[src/rtl/cq_pkg.sv]
package cq_pkg;
  typedef enum logic [5:0] {
    OP_ENG_GO    = 6'h0E,
    OP_DMA_SETUP = 6'h10,
    OP_DMA_DONE  = 6'h11,
    OP_SET_TBL   = 6'h15,
    OP_MEM_DMA   = 6'h22
  } op_e;

  localparam int OP_LSB  = 26;
  localparam int DIR_POS = 25;
  localparam int NW_LSB  = 12;
  localparam int TBL_POS = 24;
  localparam int RAM_POS = 23;
  localparam int KID_LSB = 17;

  localparam int IRQ_W    = 8;
  localparam int IRQ_BAD  = 0;
  localparam int IRQ_OVF  = 1;
  localparam int IRQ_XFER = 4;
  localparam int IRQ_MDMA = 5;

  typedef enum logic [1:0] {S_IDLE, S_OPND, S_ENG, S_MDMA} st_e;
endpackage

[src/rtl/cq_fifo.sv]
module cq_fifo #(
  parameter int W     = 32,
  parameter int DEPTH = 5
) (
  input  logic         clk_i,
  input  logic         rst_ni,
  input  logic         push_i,
  input  logic [W-1:0] data_i,
  input  logic         pop_i,
  output logic [W-1:0] data_o,
  output logic         empty_o,
  output logic         full_o
);
  localparam int AW = (DEPTH > 1) ? $clog2(DEPTH) : 1;
  localparam int CW = $clog2(DEPTH + 1);

  logic [W-1:0]  mem_q [DEPTH];
  logic [AW-1:0] wp_q, rp_q;
  logic [CW-1:0] cnt_q;
  logic          do_push, do_pop;

  function automatic logic [AW-1:0] nxt(input logic [AW-1:0] p);
    return (p == AW'(DEPTH - 1)) ? '0 : p + AW'(1);
  endfunction

  assign empty_o = (cnt_q == '0);
  assign full_o  = (cnt_q == CW'(DEPTH));
  assign do_push = push_i & ~full_o;
  assign do_pop  = pop_i & ~empty_o;
  assign data_o  = mem_q[rp_q];

  always_ff @(posedge clk_i) begin
    if (do_push) mem_q[wp_q] <= data_i;
  end

  always_ff @(posedge clk_i or negedge rst_ni) begin
    if (!rst_ni) begin
      wp_q  <= '0;
      rp_q  <= '0;
      cnt_q <= '0;
    end else begin
      if (do_push) wp_q <= nxt(wp_q);
      if (do_pop)  rp_q <= nxt(rp_q);
      case ({do_push, do_pop})
        2'b10:   cnt_q <= cnt_q + CW'(1);
        2'b01:   cnt_q <= cnt_q - CW'(1);
        default: ;
      endcase
    end
  end
endmodule

[src/rtl/cq_irq.sv]
module cq_irq #(
  parameter int W = 8
) (
  input  logic         clk_i,
  input  logic         rst_ni,
  input  logic [W-1:0] set_i,
  input  logic         clr_i,
  input  logic [W-1:0] clr_mask_i,
  input  logic [W-1:0] en_i,
  output logic [W-1:0] stat_o,
  output logic         irq_o
);
  logic [W-1:0] stat_q;

  for (genvar b = 0; b < W; b++) begin : g_bit
    always_ff @(posedge clk_i or negedge rst_ni) begin
      if (!rst_ni) stat_q[b] <= 1'b0;
      else         stat_q[b] <= set_i[b] | (stat_q[b] & ~(clr_i & clr_mask_i[b]));
    end
  end

  assign stat_o = stat_q;
  assign irq_o  = |(stat_q & en_i);
endmodule

[src/rtl/cq_seq.sv]
module cq_seq
  import cq_pkg::*;
#(
  parameter int BLK_W = 12,
  parameter int NW_W  = 13
) (
  input  logic             clk_i,
  input  logic             rst_ni,
  input  logic [31:0]      head_i,
  input  logic             empty_i,
  output logic             pop_o,
  output logic [IRQ_W-1:0] set_o,
  output logic             busy_o,
  output logic             dma_busy_o,
  output logic             eng_start_o,
  output logic [BLK_W:0]   eng_nblk_o,
  output logic [31:0]      eng_src_o,
  input  logic             eng_done_i,
  output logic             mdma_req_o,
  output logic             mdma_dir_o,
  output logic [31:0]      mdma_addr_o,
  input  logic             mdma_ack_i,
  output logic             key_load_o,
  output logic [2:0]       key_slot_o,
  output logic             key_tbl_o,
  output logic             key_ram_o
);
  st_e             state_q;
  logic [5:0]      op;
  logic            pend_q, start_q, req_q, dir_q, dbusy_q, kld_q, tbl_q, ram_q;
  logic [BLK_W:0]  nblk_q;
  logic [31:0]     src_q, maddr_q;
  logic [NW_W-1:0] left_q;
  logic [2:0]      slot_q;

  assign op = head_i[OP_LSB +: 6];

  always_comb begin
    pop_o = 1'b0;
    set_o = '0;
    unique case (state_q)
      S_IDLE: if (!empty_i) begin
        pop_o = 1'b1;
        case (op)
          OP_ENG_GO, OP_DMA_SETUP, OP_MEM_DMA: ;
          OP_DMA_DONE: set_o[IRQ_XFER] = 1'b1;
          OP_SET_TBL:  set_o[IRQ_BAD]  = ~head_i[KID_LSB + 3];
          default:     set_o[IRQ_BAD]  = 1'b1;
        endcase
      end
      S_OPND: if (!empty_i) begin
        pop_o = 1'b1;
        set_o[IRQ_MDMA] = pend_q & (left_q == '0);
      end
      S_MDMA: set_o[IRQ_MDMA] = mdma_ack_i & (left_q == NW_W'(1));
      default: ;
    endcase
  end

  always_ff @(posedge clk_i or negedge rst_ni) begin
    if (!rst_ni) begin
      state_q <= S_IDLE;
      pend_q  <= 1'b0;
      start_q <= 1'b0;
      nblk_q  <= '0;
      src_q   <= '0;
      req_q   <= 1'b0;
      dir_q   <= 1'b0;
      maddr_q <= '0;
      left_q  <= '0;
      dbusy_q <= 1'b0;
      kld_q   <= 1'b0;
      slot_q  <= '0;
      tbl_q   <= 1'b0;
      ram_q   <= 1'b0;
    end else begin
      start_q <= 1'b0;
      kld_q   <= 1'b0;
      unique case (state_q)
        S_IDLE: if (!empty_i) begin
          case (op)
            OP_ENG_GO: begin
              start_q <= 1'b1;
              nblk_q  <= {1'b0, head_i[BLK_W-1:0]} + (BLK_W+1)'(1);
              state_q <= S_ENG;
            end
            OP_DMA_SETUP: begin
              pend_q  <= 1'b0;
              state_q <= S_OPND;
            end
            OP_MEM_DMA: begin
              pend_q  <= 1'b1;
              dir_q   <= head_i[DIR_POS];
              left_q  <= head_i[NW_LSB +: NW_W];
              dbusy_q <= 1'b1;
              state_q <= S_OPND;
            end
            OP_SET_TBL: if (head_i[KID_LSB + 3]) begin
              kld_q  <= 1'b1;
              slot_q <= head_i[KID_LSB +: 3];
              tbl_q  <= head_i[TBL_POS];
              ram_q  <= head_i[RAM_POS];
            end
            default: ;
          endcase
        end
        S_OPND: if (!empty_i) begin
          if (pend_q) begin
            maddr_q <= head_i;
            if (left_q == '0) begin
              dbusy_q <= 1'b0;
              state_q <= S_IDLE;
            end else begin
              req_q   <= 1'b1;
              state_q <= S_MDMA;
            end
          end else begin
            src_q   <= head_i;
            state_q <= S_IDLE;
          end
        end
        S_MDMA: if (mdma_ack_i) begin
          left_q <= left_q - NW_W'(1);
          if (left_q == NW_W'(1)) begin
            req_q   <= 1'b0;
            dbusy_q <= 1'b0;
            state_q <= S_IDLE;
          end
        end
        S_ENG: if (eng_done_i) state_q <= S_IDLE;
        default: state_q <= S_IDLE;
      endcase
    end
  end

  assign busy_o      = (state_q != S_IDLE);
  assign dma_busy_o  = dbusy_q;
  assign eng_start_o = start_q;
  assign eng_nblk_o  = nblk_q;
  assign eng_src_o   = src_q;
  assign mdma_req_o  = req_q;
  assign mdma_dir_o  = dir_q;
  assign mdma_addr_o = maddr_q;
  assign key_load_o  = kld_q;
  assign key_slot_o  = slot_q;
  assign key_tbl_o   = tbl_q;
  assign key_ram_o   = ram_q;
endmodule

[src/rtl/cq_interp.sv]
module cq_interp
  import cq_pkg::*;
#(
  parameter int DEPTH = 5,
  parameter int BLK_W = 12,
  parameter int NW_W  = 13
) (
  input  logic             clk_i,
  input  logic             rst_ni,
  input  logic             cmd_wr_i,
  input  logic [31:0]      cmd_data_i,
  input  logic [IRQ_W-1:0] irq_en_i,
  input  logic             irq_clr_i,
  input  logic [IRQ_W-1:0] irq_clr_mask_i,
  output logic             eng_busy_o,
  output logic             q_empty_o,
  output logic             dma_busy_o,
  output logic [IRQ_W-1:0] irq_stat_o,
  output logic             irq_o,
  output logic             eng_start_o,
  output logic [BLK_W:0]   eng_nblk_o,
  output logic [31:0]      eng_src_o,
  input  logic             eng_done_i,
  output logic             mdma_req_o,
  output logic             mdma_dir_o,
  output logic [31:0]      mdma_addr_o,
  input  logic             mdma_ack_i,
  output logic             key_load_o,
  output logic [2:0]       key_slot_o,
  output logic             key_tbl_sel_o,
  output logic             key_ram_sel_o
);
  logic [31:0]      head;
  logic             q_empty, q_full, pop;
  logic [IRQ_W-1:0] seq_set, irq_set;

  cq_fifo #(.W(32), .DEPTH(DEPTH)) u_fifo (
    .clk_i, .rst_ni,
    .push_i (cmd_wr_i),
    .data_i (cmd_data_i),
    .pop_i  (pop),
    .data_o (head),
    .empty_o(q_empty),
    .full_o (q_full)
  );

  cq_seq #(.BLK_W(BLK_W), .NW_W(NW_W)) u_seq (
    .clk_i, .rst_ni,
    .head_i     (head),
    .empty_i    (q_empty),
    .pop_o      (pop),
    .set_o      (seq_set),
    .busy_o     (eng_busy_o),
    .dma_busy_o (dma_busy_o),
    .eng_start_o, .eng_nblk_o, .eng_src_o, .eng_done_i,
    .mdma_req_o, .mdma_dir_o, .mdma_addr_o, .mdma_ack_i,
    .key_load_o, .key_slot_o,
    .key_tbl_o  (key_tbl_sel_o),
    .key_ram_o  (key_ram_sel_o)
  );

  always_comb begin
    irq_set = seq_set;
    irq_set[IRQ_OVF] = cmd_wr_i & q_full;
  end

  cq_irq #(.W(IRQ_W)) u_irq (
    .clk_i, .rst_ni,
    .set_i      (irq_set),
    .clr_i      (irq_clr_i),
    .clr_mask_i (irq_clr_mask_i),
    .en_i       (irq_en_i),
    .stat_o     (irq_stat_o),
    .irq_o      (irq_o)
  );

  assign q_empty_o = q_empty;
endmodule

[config.mk]
export PLATFORM = sky130hd
export DESIGN_NAME = cq_interp
export DESIGN_NICKNAME = d
export VERILOG_FILES = /design/src/rtl/cq_pkg.sv /design/src/rtl/cq_fifo.sv /design/src/rtl/cq_irq.sv /design/src/rtl/cq_seq.sv /design/src/rtl/cq_interp.sv
export SDC_FILE = /design/constraint.sdc
export NUM_CORES = 1
export LEC_CHECK = 0
export BUFFER_PORTS_ARGS = -buffer_cell sky130_fd_sc_hd__buf_2
export CORE_MARGIN = 3
export CORE_UTILIZATION = 52
export DETAILED_ROUTE_END_ITERATION = 10
export GPL_TIMING_DRIVEN = 0
export PLACE_DENSITY_LB_ADDON = 0.12
export SLEW_MARGIN = 40
export SYNTH_ARGS = -nofsm -noshare
export SYNTH_HDL_FRONTEND = slang
export SYNTH_SLANG_ARGS = --single-unit
[constraint.sdc]
create_clock -name clk_i -period 4.4 [get_ports clk_i]
set_input_delay 0.22 -clock clk_i [delete_from_list [all_inputs] [get_ports clk_i]]
set_output_delay 0.22 -clock clk_i [all_outputs]
set_load 0.01 [all_outputs]
# --- Yosys cells after proc, flatten, opt, wreduce, memory -nomap -nowiden ---
# Memory sizes are Yosys's and may differ from the RTL's.
# Cells that the tools add are included.
totals:
  ff_bits: 120
  ram_bits: 160
  inputBits: 54
  output_inout_bits: 98
  wordCells: 165
  mem_count: 1
memory_table:
  columns: ["name", "depth", "word_bits", "read_ports", "rd_clocked_by_memory_dff", "write_ports", "line_no", "text"]
  rows:
  - ["u_fifo.mem_q", 5, 32, 1, 0, 1, "cq_fifo.sv:17", "logic [W-1:0] mem_q [DEPTH];"]
op_classes:
  add_sub_neg: 6
  eq_ne: 24
  mux: 48
  bitwise: 38
  n_reduce_logical: 23
op_table:
  columns: ["cell", "count"]
  rows:
  - ["$mux W13", 3]
  - ["$mux W1", 27]
  - ["$pmux W13 S2", 1]
  - ["$and A1 B1 Y1", 21]
  - ["$eq A6 B5 Y1 const B", 3]
  - ["$reduce_and A3 Y1", 5]
  - ["$mux W2", 7]
  - ["$add A12 B1 Y13 const B", 1]
  - ["$eq A13 B1 Y1 const B", 1]
  - ["$logic_not A13 Y1", 1]
  - ["$sub A13 B1 Y13 const B", 1]
  - ["$ne A2 B2 Y1 const B", 6]
  - ["$not A1 Y1", 12]
  - ["$reduce_and A6 Y1", 2]
  - ["$reduce_bool A2 Y1", 5]
  - ["$add A3 B1 Y3 const B", 3]
  - ["$eq A3 B3 Y1 const B", 3]
  - ["$and A8 B8 Y8", 1]
  - ["$pmux W1 S2", 4]
  - ["$pmux W2 S4", 1]
  - ["$reduce_and A4 Y1", 2]
  - ["$reduce_and A8 Y1", 1]
  - ["$reduce_or A8 Y1", 1]
  - ["$eq A2 B2 Y1 const B", 3]
  - ["other kinds (16)", 24]

# --- Logic depth before layout (Yosys ltp) ---
# An unclocked memory read counts as a cell.
depth:
  word_depth: 7
  mapped_depth: 11

# --- Hierarchy ---
# From an unflattened synthesis, not the netlist that was laid out.
unflattened:
  cells_unflattened: 814
  hier_area_um2: 11603.6
modules_own_cells:
  columns: ["mod", "n_inst", "cells_per_inst", "area_per_inst_um2", "seq_area_each_um2"]
  rows:
  - ["cq_fifo", 1, 398, 6663.9, 5029.8]
  - ["cq_seq", 1, 385, 4599.4, 2577.5]
  - ["cq_irq", 1, 30, 334.1, 200.2]
  - ["cq_interp", 1, 1, 6.3, 0.0]

# --- Worst setup path before layout ---
# Ideal clock, no wire load.
synth_timing:
  path_type: "register to register"
  start: "register u_fifo.cnt_q[1]"
  end: "memory u_fifo.mem_q[4][0], enable pin"
  setup_time_ps: 513
  arrival_time_ps: 4097
  required_ps: 3887
  path_slack_ps: -210
  path_stages_with_launch: 5
  n_path_buf: 0
  period_less_slack_ps: 4610
  path_cell_list: "dfrtp_1 > inv_1 > nand3_1 > nand2_1 > nor4b_1"
synth_between:
  elab_chain_cells: 5
synth_lines:
  columns: ["element", "line_no", "text"]
  rows:
  - ["start, declared", "cq_fifo.sv:19", "logic [CW-1:0] cnt_q;"]
  - ["start signal, assigned", "cq_fifo.sv:45", "2'b10: cnt_q <= cnt_q + CW'(1);"]
  - ["start signal, assigned", "cq_fifo.sv:46", "2'b01: cnt_q <= cnt_q - CW'(1);"]
  - ["$eq A3 B3 Y1", "cq_fifo.sv:27", "assign full_o = (cnt_q == CW'(DEPTH));"]
  - ["$not A1 Y1", "cq_fifo.sv:28", "assign do_push = push_i & ~full_o;"]
  - ["$and A1 B1 Y1", "cq_fifo.sv:28", null]
  - ["$mux W1", "cq_fifo.sv:33", "if (do_push) mem_q[wp_q] <= data_i;"]
  - ["$mux W1 (not written as such)", "cq_fifo.sv:33", null]
  - ["end, declared", "cq_fifo.sv:17", null]
# Every way passes these cells.

# --- Final worst setup path ---
layout_timing:
  start: "register u_fifo.rp_q[1]"
  end: "register u_seq.slot_q[1] (netlist: u_seq.key_slot_o[1])"
layout_between:
  elab_chain_cells: 3
layout_lines:
  columns: ["element", "line_no", "text"]
  rows:
  - ["start, declared", "cq_fifo.sv:18", "logic [AW-1:0] wp_q, rp_q;"]
  - ["start signal, assigned", "cq_fifo.sv:43", "if (do_pop) rp_q <= nxt(rp_q);"]
  - ["$mem_v2 Z5 W32 *", null, null]
  - ["$eq A6 B5 Y1", "cq_seq.sv:81", "case (op)"]
  - ["$reduce_and A4 Y1 (no line)", null, null]
  - ["end signal, assigned", "cq_seq.sv:100", "slot_q <= head_i[KID_LSB +: 3];"]
  - ["end, declared", "cq_seq.sv:34", "logic [2:0] slot_q;"]
# Every way passes the cells marked *; elsewhere a longest branch is shown, timed or not.
# A chain may end at the register's enable or synchronous reset.

==> results.yml <==
sta:
  rsz0062_at_grt: "no"
  clock_skew_ps: 7.70
  relSlewSlack: 0.423
  worst_pin_slew_ps: 841
  tns_ps: 0
  period_share: 0.730
  min_period_ps: 3210
  hold_viol_final: 0
  setup_ws_ps: 1190
  slew_viol_final: 0
  max_freq_ghz: 0.311
  setup_viol: 0
clock_tree:
  clk_pin_slew_ps: 60
  clockBufferDepth: 3
  numCtsBuffers: 29
  htreeDepth: 1
  clock-sinks: 280
  root_buffer: "clkbuf_16"
  cts_tree: "yes"
  insertion_delay_ps: 560
  post_cts_buffers: 0
global_route:
  grt_max_degree: 69
  overflow: 0
  grt_pass1_vias: 7589
  grt_usage: 0.227
  grt_first_pass_wirelength_mm: 42.6
  antenna_found_initial: 1
layout:
  syn_to_final_growth_pct: 24.2
  layout.cells.non_filler: 1371
  drive_above_1_share: 0.273
  fin_nets: 1136
  fin_util: 0.665
  num_antenna_cells: 0
  fin_area_um2: 14200
critical_path:
  critPathRequiredTime_ps: 4840
  path_common_cell: "buf_4"
  reg2reg_from: "u_fifo.rp_q[1]"
  arrival_ps: 3650
  cp_max_fo: 10
  start_kind: "flip-flop"
  worst-r2r-cell-count: 10
  path_buf_inv: 4
  path_cells: "buf_4 -> buf_4 -> buf_4 -> buf_4 -> mux4_2 -> nand2_1 -> o21ai_0 -> nand4_1 -> nor3_2 -> mux2_2"
  cpPeakStageDelay_ps: 620
  crit_path_end_kind: "flip-flop"
  rr_endpoint: "u_seq.key_slot_o[1]"
  path_class: "flip-flop to flip-flop"
  r2r_setup_slack_ps: 1190
  cpLargestDelayFamily: "simple AND/OR/NAND/NOR gates"
  slowest_stage: "nor3_2"
min_path:
  min_path_type: "input port to flip-flop"
  hold-path-endpoint: "u_irq.stat_o[5]"
  min_path_cells: 4
  hold_start: "irq_clr_i"
die:
  core-area_um2: 21300
  dieArea_um2: 23700
  die-height_um: 154
  rows: 53
  io_pins: 152
  fp.dieW_um: 154
  start_util: 0.536
synth:
  ys_ff_latch: 280
  synth_fa_ha_area_frac: 0.0105
  postSynthCellCount: 807
  yosys.area_share.simple: 0.0876
  synth_top_family_by_area: "multiplexers"
  synth_top_area_frac: 0.421
  synthArstFlopShare: 0.429
  yosysWarnings: 0
  synth_compound_area_frac: 0.0857
  synthesis.area_um2: 11400
  yosysTopAreaCell: "edfxtp_1"
  avgSynthCellArea_um2: 14.1
  ys_seq_area_frac: 0.684
  synth_mux_area_frac: 0.0967
  synth_edf_count: 160
  synth_xor_xnor_area_share: 0.00921
  synth-main-ff-cell: "edfxtp_1"
  synthDistinctLibCells: 66
  synth.area.top_cells: "edfxtp_1 (42%), dfrtp_1 (26%), mux4_2 (4.1%)"
  synth.net_count: 870
placed_design:
  gp_congestion: 0.842
  place_ws_ps: 1180
  numPortBuffers: 150
  dp_cells: 1272
  dp_hpwl_mm: 19.4
  placed_area_um2: 12800
flow_run:
  cap_violations: 0
route:
  vias_per_cell: 5.58
  num_vias: 7647
  route.detailed.drc: 0
  avgRoutedWirePerCell_um: 19.7
  drt_iter0_markers: 501
  wl_mm: 27.0
  drt_first_pass_iters: 5
  final_antenna_net_count: 0
pwr:
  peakVddDrop_uv: 389
  powerDensity_nw_per_um2: 678
  p_leak_nw: 6.04
status:
  status: "complete, no violations"
-- cells in the final DEF (no fill, tap or decap), drive strengths merged, types with 17 or more instances in the layout --
master | netlist | final
o21ai | 91 | 91
mux2 | 17 | 17
clkbuf | 17 | 59
dlygate4sd3 | 0 | 45
edfxtp | 160 | 160
inv | 21 | 22
nand2 | 117 | 117
mux4 | 23 | 23
mux2i | 36 | 36
buf | 18 | 208
dfrtp | 120 | 120
nor2 | 21 | 21
-- Yosys cell counts (8+ instances only) --
library cell,n
a21oi_1,15
a22oi_1,11
clkbuf_1,17
dfrtp_1,120
edfxtp_1,160
ha_1,8
inv_1,21
mux2_2,10
mux2i_1,36
mux4_2,21
nand2_1,117
nand3_1,12
nor2_1,21
o21ai_0,91
xor2_1,8
-- stage by stage --
step           hold WS [ps]  power [mW]
2_1_floorplan         -75.6        5.92
3_3_place_gp            414        7.09
4_1_cts                3.30        9.67
5_1_grt                49.2        10.2
3_5_place_dp            216        7.22
6_report               23.6        9.61
-- how the worst max path moves through the flow --
stage / start / to / slack, ps / depth (start not counted)
2_1_floorplan: u_fifo.cnt_q[1] / u_fifo.mem_q[0][0] / 90 / 4
3_3_place_gp: u_fifo.cnt_q[1] / u_fifo.mem_q[1][16] / -2710 / 4
3_5_place_dp: u_fifo.rp_q[1] / u_seq.key_slot_o[1] / 1180 / 10
4_1_cts: u_fifo.rp_q[1] / u_seq.key_slot_o[1] / 1160 / 10
5_1_grt: u_fifo.rp_q[1] / u_seq.key_slot_o[1] / 980 / 10
6_report: u_fifo.rp_q[1] / u_seq.key_slot_o[1] / 1190 / 10
-- what timing repair did --
| action | in CTS | in global routing |
|---|---|---|
| gates resized for setup | 0 | 0 |
| hold buffers | 45 | 0 |
| hold endpoints to repair | 235 | 0 |
-- cell families (layout without fill, tap and decap cells) --
kind of cell,Yosys count,after routing
AND/OR/NAND/NOR,212,212
XOR/XNOR,12,12
AO/OA/AOI/OAI,161,161
buffers and inverters,57,346
adder cells (fa/ha/maj),9,9
multiplexers,76,76
flip-flops,280,280
-- state kept, by name, summed over array words and instances, names as in the netlist, 2 cells and up --
signal             cells
u_seq.eng_src_o       32
u_fifo.cnt_q           3
u_irq.stat_o           8
u_seq.key_slot_o       3
u_fifo.rp_q            3
u_seq.mdma_addr_o     32
u_fifo.wp_q            3
u_fifo.mem_q         160
u_seq.left_q          13
u_seq.eng_nblk_o      13
u_seq.state_q          2
-- metal layers --
layer / wire, µm / track usage
met5: 0 / 0
met4: 554 / 0.0505
met3: 1540 / 0.0335
met2: 12700 / 0.364
met1: 12300 / 0.334
-- cell type report --
class | instances | area [µm²]
clock inverters | 12 | 148
inverters | 22 | 87.6
flip-flops and latches | 280 | 7810
fillers | 1611 | 7120
multi-input cells | 470 | 3350
repair buffers | 235 | 1450
well taps | 275 | 344
clock buffers | 42 | 774
plain buffers | 35 | 206
-- worst reg2reg max path: stages (launching register included) --
cell and delay [ps]:
dfrtp_1 350, buf_4 170, buf_4 220, buf_4 230, buf_4 240, mux4_2 220
nand2_1 80, o21ai_0 360, nand4_1 200, nor3_2 620, mux2_2 410
-- report_power, final --
part	total, mW	switching, mW	leakage (nW)	internal, mW
clock network	2.40	0.994	0.452	1.40
logic	3.36	2.00	2.59	1.36
registers	3.85	0.363	3.00	3.48
total	9.61	3.36	6.04	6.25
No activity file was read; power rests on OpenSTA's default activity.
